File: config.mk
export PLATFORM = sky130hd
export DESIGN_NAME = wavplay_seq
export DESIGN_NICKNAME = d
export VERILOG_FILES = /design/src/rtl/wps_pkg.sv /design/src/rtl/wps_addr_counter.sv /design/src/rtl/wps_host_port.sv /design/src/rtl/wps_play_ctl.sv /design/src/rtl/wps_sample_out.sv /design/src/rtl/wavplay_seq.sv
export SDC_FILE = /design/constraint.sdc
export NUM_CORES = 1
export LEC_CHECK = 0
export BUFFER_PORTS_ARGS = -buffer_cell sky130_fd_sc_hd__buf_2
export CAP_MARGIN = 20
export CORE_MARGIN = 10
export CORE_UTILIZATION = 49
export CTS_BUF_LIST = sky130_fd_sc_hd__clkbuf_16
export DETAILED_ROUTE_END_ITERATION = 8
export PLACE_DENSITY = 0.86
export SYNTH_ARGS = -nofsm -noshare
export SYNTH_HDL_FRONTEND = slang
export SYNTH_HIERARCHICAL = 1
export SYNTH_SLANG_ARGS = --single-unit
File: constraint.sdc
create_clock -name clk -period 2.3 [get_ports clk]
set_clock_uncertainty 0.1 [all_clocks]
set_input_delay 0.69 -clock clk [delete_from_list [all_inputs] [get_ports clk]]
set_output_delay 0.69 -clock clk [all_outputs]
set_load 0.01 [all_outputs]
File: src/rtl/wps_pkg.sv
package wps_pkg;
  typedef enum logic [1:0] {
    WM_IDLE  = 2'b00,
    WM_LOAD  = 2'b01,
    WM_CHECK = 2'b10,
    WM_PLAY  = 2'b11
  } wmode_e;
endpackage

File: src/rtl/wps_addr_counter.sv
module wps_addr_counter #(
  parameter int ADDR_W = 17,
  parameter int LO_W   = 4
) (
  input  logic              clk,
  input  logic              rst_n,
  input  logic              clr,
  input  logic              adv,
  output logic [ADDR_W-1:0] addr
);
  localparam int HI_W = ADDR_W - LO_W;
  localparam logic [LO_W-1:0] LO_TOP = '1;
  localparam logic [LO_W-1:0] LO_PRE = LO_TOP - 1'b1;

  logic [LO_W-1:0] lo_q;
  logic [HI_W-1:0] hi_q;
  logic            tc_q;  // lo_q currently holds LO_TOP

  always_ff @(posedge clk) begin
    if (!rst_n || clr) begin
      lo_q <= '0;
      tc_q <= 1'b0;
    end else if (adv) begin
      lo_q <= lo_q + 1'b1;
      tc_q <= (lo_q == LO_PRE);
    end
  end

  always_ff @(posedge clk) begin
    if (!rst_n || clr) begin
      hi_q <= '0;
    end else if (adv && tc_q) begin
      hi_q <= hi_q + 1'b1;
    end
  end

  assign addr = {hi_q, lo_q};


  cnt_step_chk: assert property (@(posedge clk) disable iff (!rst_n)
    (adv && !clr) |=> (addr == $past(addr) + 1'b1));


  cnt_clear_chk: assert property (@(posedge clk) disable iff (!rst_n)
    clr |=> (addr == '0));
endmodule

File: src/rtl/wps_host_port.sv
module wps_host_port #(
  parameter int ADDR_W = 17,
  parameter int DATA_W = 18,
  parameter int LANES  = 2
) (
  input  logic              clk,
  input  logic              rst_n,
  input  logic              in_load,
  input  logic              in_check,
  input  logic              wr_valid,
  output logic              wr_ready,
  input  logic [ADDR_W-1:0] wr_addr,
  input  logic [DATA_W-1:0] wr_data,
  input  logic [LANES-1:0]  wr_lanes,
  input  logic              rq_valid,
  output logic              rq_ready,
  input  logic [ADDR_W-1:0] rq_addr,
  output logic              rsp_valid,
  input  logic              rsp_ready,
  output logic [DATA_W-1:0] rsp_data,
  input  logic [DATA_W-1:0] mem_rdata,
  output logic [ADDR_W-1:0] op_addr,
  output logic [DATA_W-1:0] op_wdata,
  output logic [LANES-1:0]  op_lanes,
  output logic              wr_strobe,
  output logic              rd_strobe,
  output logic              host_idle
);
  logic wr_fire, rq_fire, rsp_fire;
  logic cap_q, busy_q;

  assign wr_ready  = in_load && !wr_strobe;
  assign rq_ready  = in_check && !busy_q;
  assign wr_fire   = wr_valid && wr_ready;
  assign rq_fire   = rq_valid && rq_ready;
  assign rsp_fire  = rsp_valid && rsp_ready;
  assign host_idle = !wr_strobe && !busy_q;

  always_ff @(posedge clk) begin
    if (!rst_n) begin
      wr_strobe <= 1'b0;
      rd_strobe <= 1'b0;
      op_addr   <= '0;
      op_wdata  <= '0;
      op_lanes  <= '0;
    end else begin
      wr_strobe <= wr_fire;
      rd_strobe <= rq_fire;
      op_lanes  <= wr_fire ? wr_lanes : '0;
      if (wr_fire) begin
        op_addr  <= wr_addr;
        op_wdata <= wr_data;
      end else if (rq_fire) begin
        op_addr <= rq_addr;
      end
    end
  end

  always_ff @(posedge clk) begin
    if (!rst_n) begin
      cap_q     <= 1'b0;
      busy_q    <= 1'b0;
      rsp_valid <= 1'b0;
      rsp_data  <= '0;
    end else begin
      cap_q <= rd_strobe;
      if (rq_fire) busy_q <= 1'b1;
      else if (rsp_fire) busy_q <= 1'b0;
      if (cap_q) begin
        rsp_valid <= 1'b1;
        rsp_data  <= mem_rdata;
      end else if (rsp_fire) begin
        rsp_valid <= 1'b0;
      end
    end
  end


  wr_pulse_chk: assert property (@(posedge clk) disable iff (!rst_n)
    wr_strobe |=> !wr_strobe);


  lane_idle_chk: assert property (@(posedge clk) disable iff (!rst_n)
    !wr_strobe |-> (op_lanes == '0));


  rsp_hold_chk: assert property (@(posedge clk) disable iff (!rst_n)
    (rsp_valid && !rsp_ready) |=> (rsp_valid && $stable(rsp_data)));
endmodule

File: src/rtl/wps_play_ctl.sv
module wps_play_ctl
  import wps_pkg::*;
#(
  parameter int ADDR_W = 17
) (
  input  logic              clk,
  input  logic              rst_n,
  input  logic [1:0]        mode_req,
  input  logic              play_start,
  input  logic              play_stop,
  input  logic              loop_en,
  input  logic [ADDR_W-1:0] last_addr,
  input  logic [ADDR_W-1:0] cur_addr,
  input  logic              host_idle,
  output logic              playing,
  output logic              in_load,
  output logic              in_check,
  output logic              cnt_clr,
  output logic              cnt_adv
);
  wmode_e mode_q, mode_d, req_mode;
  logic   at_last, start_ok, wrap;

  always_comb begin
    case (mode_req)
      2'b01:   req_mode = WM_LOAD;
      2'b10:   req_mode = WM_CHECK;
      default: req_mode = WM_IDLE;
    endcase
  end

  assign at_last  = (cur_addr == last_addr);
  assign start_ok = play_start && (mode_q == WM_IDLE) && host_idle;
  assign wrap     = playing && at_last && loop_en && !play_stop;

  always_comb begin
    mode_d = mode_q;
    if (mode_q == WM_PLAY) begin
      if (play_stop || (at_last && !loop_en)) mode_d = WM_IDLE;
    end else if (start_ok) begin
      mode_d = WM_PLAY;
    end else begin
      mode_d = req_mode;
    end
  end

  always_ff @(posedge clk) begin
    if (!rst_n) mode_q <= WM_IDLE;
    else        mode_q <= mode_d;
  end

  assign playing  = (mode_q == WM_PLAY);
  assign in_load  = (mode_q == WM_LOAD);
  assign in_check = (mode_q == WM_CHECK);
  assign cnt_clr  = start_ok || wrap;
  assign cnt_adv  = playing;


  play_excl_chk: assert property (@(posedge clk) disable iff (!rst_n)
    playing |=> (mode_q == WM_PLAY || mode_q == WM_IDLE));


  start_gate_chk: assert property (@(posedge clk) disable iff (!rst_n)
    (mode_q == WM_LOAD) |=> (mode_q != WM_PLAY));
endmodule

File: src/rtl/wps_sample_out.sv
module wps_sample_out #(
  parameter int DATA_W = 18
) (
  input  logic              clk,
  input  logic              rst_n,
  input  logic              playing,
  input  logic [DATA_W-1:0] mem_rdata,
  output logic              smp_valid,
  output logic [DATA_W-1:0] smp_data
);
  logic tag_q;

  always_ff @(posedge clk) begin
    if (!rst_n) begin
      tag_q     <= 1'b0;
      smp_valid <= 1'b0;
      smp_data  <= '0;
    end else begin
      tag_q     <= playing;
      smp_valid <= tag_q;
      if (tag_q) smp_data <= mem_rdata;
    end
  end


  smp_tag_chk: assert property (@(posedge clk) disable iff (!rst_n)
    smp_valid |-> $past(playing, 2));
endmodule

File: src/rtl/wavplay_seq.sv
module wavplay_seq #(
  parameter int ADDR_W = 17,
  parameter int DATA_W = 18,
  parameter int LANES  = 2,
  parameter int LO_W   = 4
) (
  input  logic              clk,
  input  logic              rst_n,
  input  logic [1:0]        ctl_mode,
  input  logic              play_start,
  input  logic              play_stop,
  input  logic              loop_en,
  input  logic [ADDR_W-1:0] last_addr,
  output logic              playing,
  input  logic              wr_valid,
  output logic              wr_ready,
  input  logic [ADDR_W-1:0] wr_addr,
  input  logic [DATA_W-1:0] wr_data,
  input  logic [LANES-1:0]  wr_lanes,
  input  logic              rq_valid,
  output logic              rq_ready,
  input  logic [ADDR_W-1:0] rq_addr,
  output logic              rsp_valid,
  input  logic              rsp_ready,
  output logic [DATA_W-1:0] rsp_data,
  output logic              smp_valid,
  output logic [DATA_W-1:0] smp_data,
  output logic [ADDR_W-1:0] mem_addr,
  output logic              mem_rd_sel,
  output logic              mem_wr_sel,
  output logic [LANES-1:0]  mem_lane_we,
  output logic [DATA_W-1:0] mem_wdata,
  input  logic [DATA_W-1:0] mem_rdata
);
  logic              in_load, in_check, host_idle;
  logic              cnt_clr, cnt_adv, rd_strobe;
  logic [ADDR_W-1:0] cnt_addr, op_addr;

  wps_play_ctl #(.ADDR_W(ADDR_W)) u_ctl (
    .clk(clk), .rst_n(rst_n), .mode_req(ctl_mode),
    .play_start(play_start), .play_stop(play_stop), .loop_en(loop_en),
    .last_addr(last_addr), .cur_addr(cnt_addr), .host_idle(host_idle),
    .playing(playing), .in_load(in_load), .in_check(in_check),
    .cnt_clr(cnt_clr), .cnt_adv(cnt_adv)
  );

  wps_addr_counter #(.ADDR_W(ADDR_W), .LO_W(LO_W)) u_cnt (
    .clk(clk), .rst_n(rst_n), .clr(cnt_clr), .adv(cnt_adv), .addr(cnt_addr)
  );

  wps_host_port #(.ADDR_W(ADDR_W), .DATA_W(DATA_W), .LANES(LANES)) u_host (
    .clk(clk), .rst_n(rst_n), .in_load(in_load), .in_check(in_check),
    .wr_valid(wr_valid), .wr_ready(wr_ready), .wr_addr(wr_addr),
    .wr_data(wr_data), .wr_lanes(wr_lanes),
    .rq_valid(rq_valid), .rq_ready(rq_ready), .rq_addr(rq_addr),
    .rsp_valid(rsp_valid), .rsp_ready(rsp_ready), .rsp_data(rsp_data),
    .mem_rdata(mem_rdata), .op_addr(op_addr), .op_wdata(mem_wdata),
    .op_lanes(mem_lane_we), .wr_strobe(mem_wr_sel), .rd_strobe(rd_strobe),
    .host_idle(host_idle)
  );

  wps_sample_out #(.DATA_W(DATA_W)) u_smp (
    .clk(clk), .rst_n(rst_n), .playing(playing), .mem_rdata(mem_rdata),
    .smp_valid(smp_valid), .smp_data(smp_data)
  );

  assign mem_addr   = playing ? cnt_addr : op_addr;
  assign mem_rd_sel = playing || rd_strobe;


  sel_excl_chk: assert property (@(posedge clk) disable iff (!rst_n)
    !(mem_wr_sel && mem_rd_sel));
endmodule

==> results summary <==
The CTS tree is done. By area the synthesized netlist is led by sky130_fd_sc_hd__dfxtp_1 (43%), sky130_fd_sc_hd__mux2i_1 (8.1%), sky130_fd_sc_hd__a21oi_2 (6.4%), sky130_fd_sc_hd__nor2b_1 (5.6%), sky130_fd_sc_hd__nand2_1 (5.1%). The total of warnings raised by yosys is 6.

The capturing point of the worst reg2reg path is u_cnt/hi_q[5]. The proportion of synthesized flip-flops having asynchronous set or reset came out at 0. The minimum period implied by the final worst setup slack came out at about 2.3 ns. The library cell with the highest instance count after synthesis is sky130_fd_sc_hd__dfxtp_1.

The number of nets in the finished design is ~750. The first TritonRoute pass finished after 4 iterations. The fraction of the cycle the final worst path needs is 1.01.

The leading register cell type out of synthesis is sky130_fd_sc_hd__dfxtp_1. In the final layout, the share of cells above drive strength 1 is 0.421. The floorplan has 35 rows. The number of max-slew violations in the final report is 0.

The later pin in the worst-skew pair is clocked with a latency of ~0.33 ns. STA classifies the critical path endpoint as a primary output. Detailed routing inserted a total of approximately 4.0k vias. The number of distinct library cells after synthesis came out at 47. The x dimension of the die is roughly 120 um. The sequential share of the synthesized area came out at 0.428. The relative area change from synthesis to final layout is 30.4%.

The worst setup path is launched from a flip-flop. The net count after synthesis came out at between 500 and 600. The run finished, with violations left. The highest ir drop seen on vdd is between 300 and 400 uV.

The clock buffer count from CTS is 9. In the synthesized netlist, the number of instances is between 400 and 500. For this block, the routed nets add up to between 10000 and 15000 um of wire. The tool flagged a number of max-cap violations equal to 0. The cell depth of the worst flop-to-flop path came out at 7. The hold path startpoint is u_host/op_wdata[4]. The slew of the pin with the lowest slew margin came out at between 0.5 and 0.6 ns. The power consumption came out at ~3.9 mW. CTS built an H-tree with a depth of 3. The first global-routing pass estimated ~21000 um of wire. Of all nets on the critical path, the largest fanout is 7.

The CTS clock-pin slew for the worst setup and hold paths is 0.07 ns. The relative contribution of sequential cells to total power came out at 0.472. The number of DRC markers in iteration 0 came out at 289. The number of input and output port buffers inserted came out at between 150 and 200. The post-layout worst setup margin came out at -0.0151 ns.

In this run the worst hold path is classified as flip-flop to flip-flop. The worst reg-to-reg setup slack is 0.23 ns. The congestion estimate from routability-driven global placement came to 0.844. The leakage power of the design is ~2.5 nW. The residual DRC count came out at 0. The maximum count of clock buffers along a single path is 2. The number of flops mapped to enable cells by yosys came out at 0. The number of synthesized register bits came out at 100.

The total half-perimeter wirelength after legalization and detailed placement came out at around 10000 um. The core region is 9280 um^2. The area share of the largest cell type after synthesis came out at 0.428.

Across all hold checks on the routed design, the worst slack comes to 0.363 ns. The mean instance size in the synthesized netlist came out at just under 10 um^2. For this design the total switching power over the nets is between 1 and 1.5 mW. The final global-route overflow total is 0.

The floorplan step set the die height to roughly 120 um. The number of clock sinks is 100. The final reports fail on negative setup slack. The mapped netlist covers 4670 um^2. The largest net degree at the start of global routing is 73. The critical path in this run is classified as flip-flop to primary output. Once detail routing completed, the nets flagged for antenna violations numbered 0.

The final-report hold violation count came out at 0. The via count of the first global-routing pass is approximately 4.1k. The tree is rooted in a sky130_fd_sc_hd__clkbuf_16. The switching portion of total power came out at 0.265. The initial antenna violation count came out at 0. The wire length per cell after detailed routing is 17.2 um. Of the total power, the clock network draws 0.382. The number of top-level pins is 179.

The antenna diode count came out at 0. The launch instance of the worst register-to-register path is u_ctl/mode_q[1]. The share of total power in combinational logic came out at 0.145. The initial utilization of the core area, before any placement, comes to 0.504. Data on the critical path is required at its endpoint by 1.51 ns.

The total of hold buffers inserted after clock tree synthesis came out at 0. The synthesized design spends more area on one cell type than any other, namely sky130_fd_sc_hd__dfxtp_1. The endpoint with the worst hold slack is u_host/op_wdata[4]. The instance count along the most critical hold path came out at 2. The die area is roughly 14000 um^2.

The max-slew headroom at the worst pin is 0.639. Setup repair after global routing could not meet its margin everywhere. The internal power is ~2.8 mW.

Setup violations remaining at the end of the flow were counted as 3. The data arrival time of the critical path came out at about 1.5 ns. The combined global-route utilization of all metal layers came out at 0.181. The maximum frequency from static timing analysis came out at roughly 430 MHz. The ratio of routed vias to standard cells is ~5. The commonest cells after synthesis are sky130_fd_sc_hd__dfxtp_1 (100), sky130_fd_sc_hd__nand2_1 (63), sky130_fd_sc_hd__nor2b_1 (42). The areal power density over the cells came out at between 600 and 700 nW/um^2.
-- state kept, by name (all words and copies together), names as in the netlist --
name              flops
u_host/op_addr       17
u_cnt/lo_q            4
u_smp/tag_q           1
u_cnt/hi_q           13
u_host/rsp_data      18
u_host/rd_strobe      1
u_cnt/tc_q            1
u_host/busy_q         1
u_host/op_wdata      18
u_smp/smp_valid       1
u_host/cap_q          1
u_ctl/mode_q          2
u_host/op_lanes       2
u_host/rsp_valid      1
u_smp/smp_data       18
u_host/wr_strobe      1
-- routing by layer --
| layer | global-route usage | wire length [um] | up-vias |
|---|---|---|---|
| li1 | - | - | 1985 |
| met1 | 0.218 | 5740 | 1805 |
| met2 | 0.308 | 6530 | 160 |
| met3 | 0.0460 | 977 | 19 |
| met4 | 0.0518 | 247 | 0 |
| met5 | 0 | 0 | - |
-- what timing repair did --
action                                  4_1_cts  5_1_grt
endpoints found under the setup margin       16       17
gates cloned                                  0        1
pin swaps                                     1        1
resized for setup                             5       23
buffers inserted                              3        1
-- worst max-delay path, cell delays in order, from the launching register on --
cell and delay [ns]:
sky130_fd_sc_hd__dfxtp_2 0.36, sky130_fd_sc_hd__and2_4 0.22, sky130_fd_sc_hd__clkbuf_16 0.18, sky130_fd_sc_hd__mux2_4 0.31, sky130_fd_sc_hd__buf_6 0.13
-- stage by stage --
step / area (um^2) / cells / TNS, ns / utilization / setup slack (ns)
floorplan: 4670 / 473 / 0 / - / 0.181
global placement: 5620 / 764 / 0 / 0.606 / 0.184
detailed placement: 5620 / 764 / 0 / 0.606 / 0.152
CTS: 5950 / 783 / -0.0145 / 0.641 / -0.00781
global route: 6090 / 785 / -0.606 / 0.656 / -0.0573
finish: 6090 / 785 / -0.0381 / 0.656 / -0.0151
-- cells by family (layout without fill, tap and decap cells) --
family,after synthesis,in the layout,synth area share
buffers and inverters,32,215,0.0527
flip-flops,100,100,0.428
adder cells (fa/ha/maj),3,3,0.00803
multiplexers,55,55,0.130
XOR/XNOR,22,22,0.0412
AND/OR/NAND/NOR,164,164,0.194
AO/OA/AOI/OAI,97,97,0.147
-- power groups by stage --
| stage | combinational, mW | sequential [mW] | clock, mW |
|---|---|---|---|
| after floorplan | 0.309 | 1.87 | 0 |
| after global placement | 0.499 | 1.86 | 0 |
| after detailed placement | 0.513 | 1.87 | 0 |
| after CTS | 0.521 | 1.83 | 1.51 |
| after global routing | 0.606 | 1.83 | 1.59 |
| final | 0.562 | 1.83 | 1.48 |
-- how the worst max path moves through the flow --
stage                     from  slack, ns       endpoint  depth (start not counted)
6_report       u_ctl/mode_q[1]      -0.02   mem_addr[11]                          4
5_1_grt        u_ctl/mode_q[1]      -0.06   mem_addr[15]                          4
4_1_cts        u_ctl/mode_q[0]     -0.008    mem_addr[0]                          4
3_5_place_dp     last_addr[14]       0.15  u_cnt/lo_q[1]                          8
3_3_place_gp      last_addr[4]       0.18  u_cnt/lo_q[1]                          8
2_1_floorplan    last_addr[12]       0.18  u_cnt/hi_q[0]                          7
-- layout by cell type (no fill, tap or decap), types with 4 or more instances in the layout --
cell / instances
sky130_fd_sc_hd__buf_2: 162
sky130_fd_sc_hd__inv_1: 4
sky130_fd_sc_hd__buf_4: 11
sky130_fd_sc_hd__o21ai_0: 22
sky130_fd_sc_hd__xor2_1: 6
sky130_fd_sc_hd__nand4_1: 6
sky130_fd_sc_hd__nand3_1: 7
sky130_fd_sc_hd__xnor2_1: 16
sky130_fd_sc_hd__nor2_1: 9
sky130_fd_sc_hd__mux2_2: 5
sky130_fd_sc_hd__dfxtp_1: 98
sky130_fd_sc_hd__a21oi_1: 12
sky130_fd_sc_hd__or4_1: 4
sky130_fd_sc_hd__a21oi_2: 34
sky130_fd_sc_hd__nand2b_1: 5
sky130_fd_sc_hd__o31ai_1: 4
sky130_fd_sc_hd__clkbuf_16: 10
sky130_fd_sc_hd__a21boi_0: 18
sky130_fd_sc_hd__mux2_4: 12
sky130_fd_sc_hd__mux2i_1: 38
sky130_fd_sc_hd__buf_6: 18
sky130_fd_sc_hd__nor2b_1: 42
sky130_fd_sc_hd__nand2_1: 63
-- layout make-up --
type | count | area (um^2)
Inverter | 4 | 15.0
Multi-Input combinational cell | 341 | 2440
Sequential cell | 100 | 2000
Timing Repair Buffer | 195 | 1180
Clock inverter | 7 | 67.6
Tap cell | 129 | 161
Clock buffer | 9 | 225
Fill cell | 749 | 3190
Power figures use the tool's default switching activity.
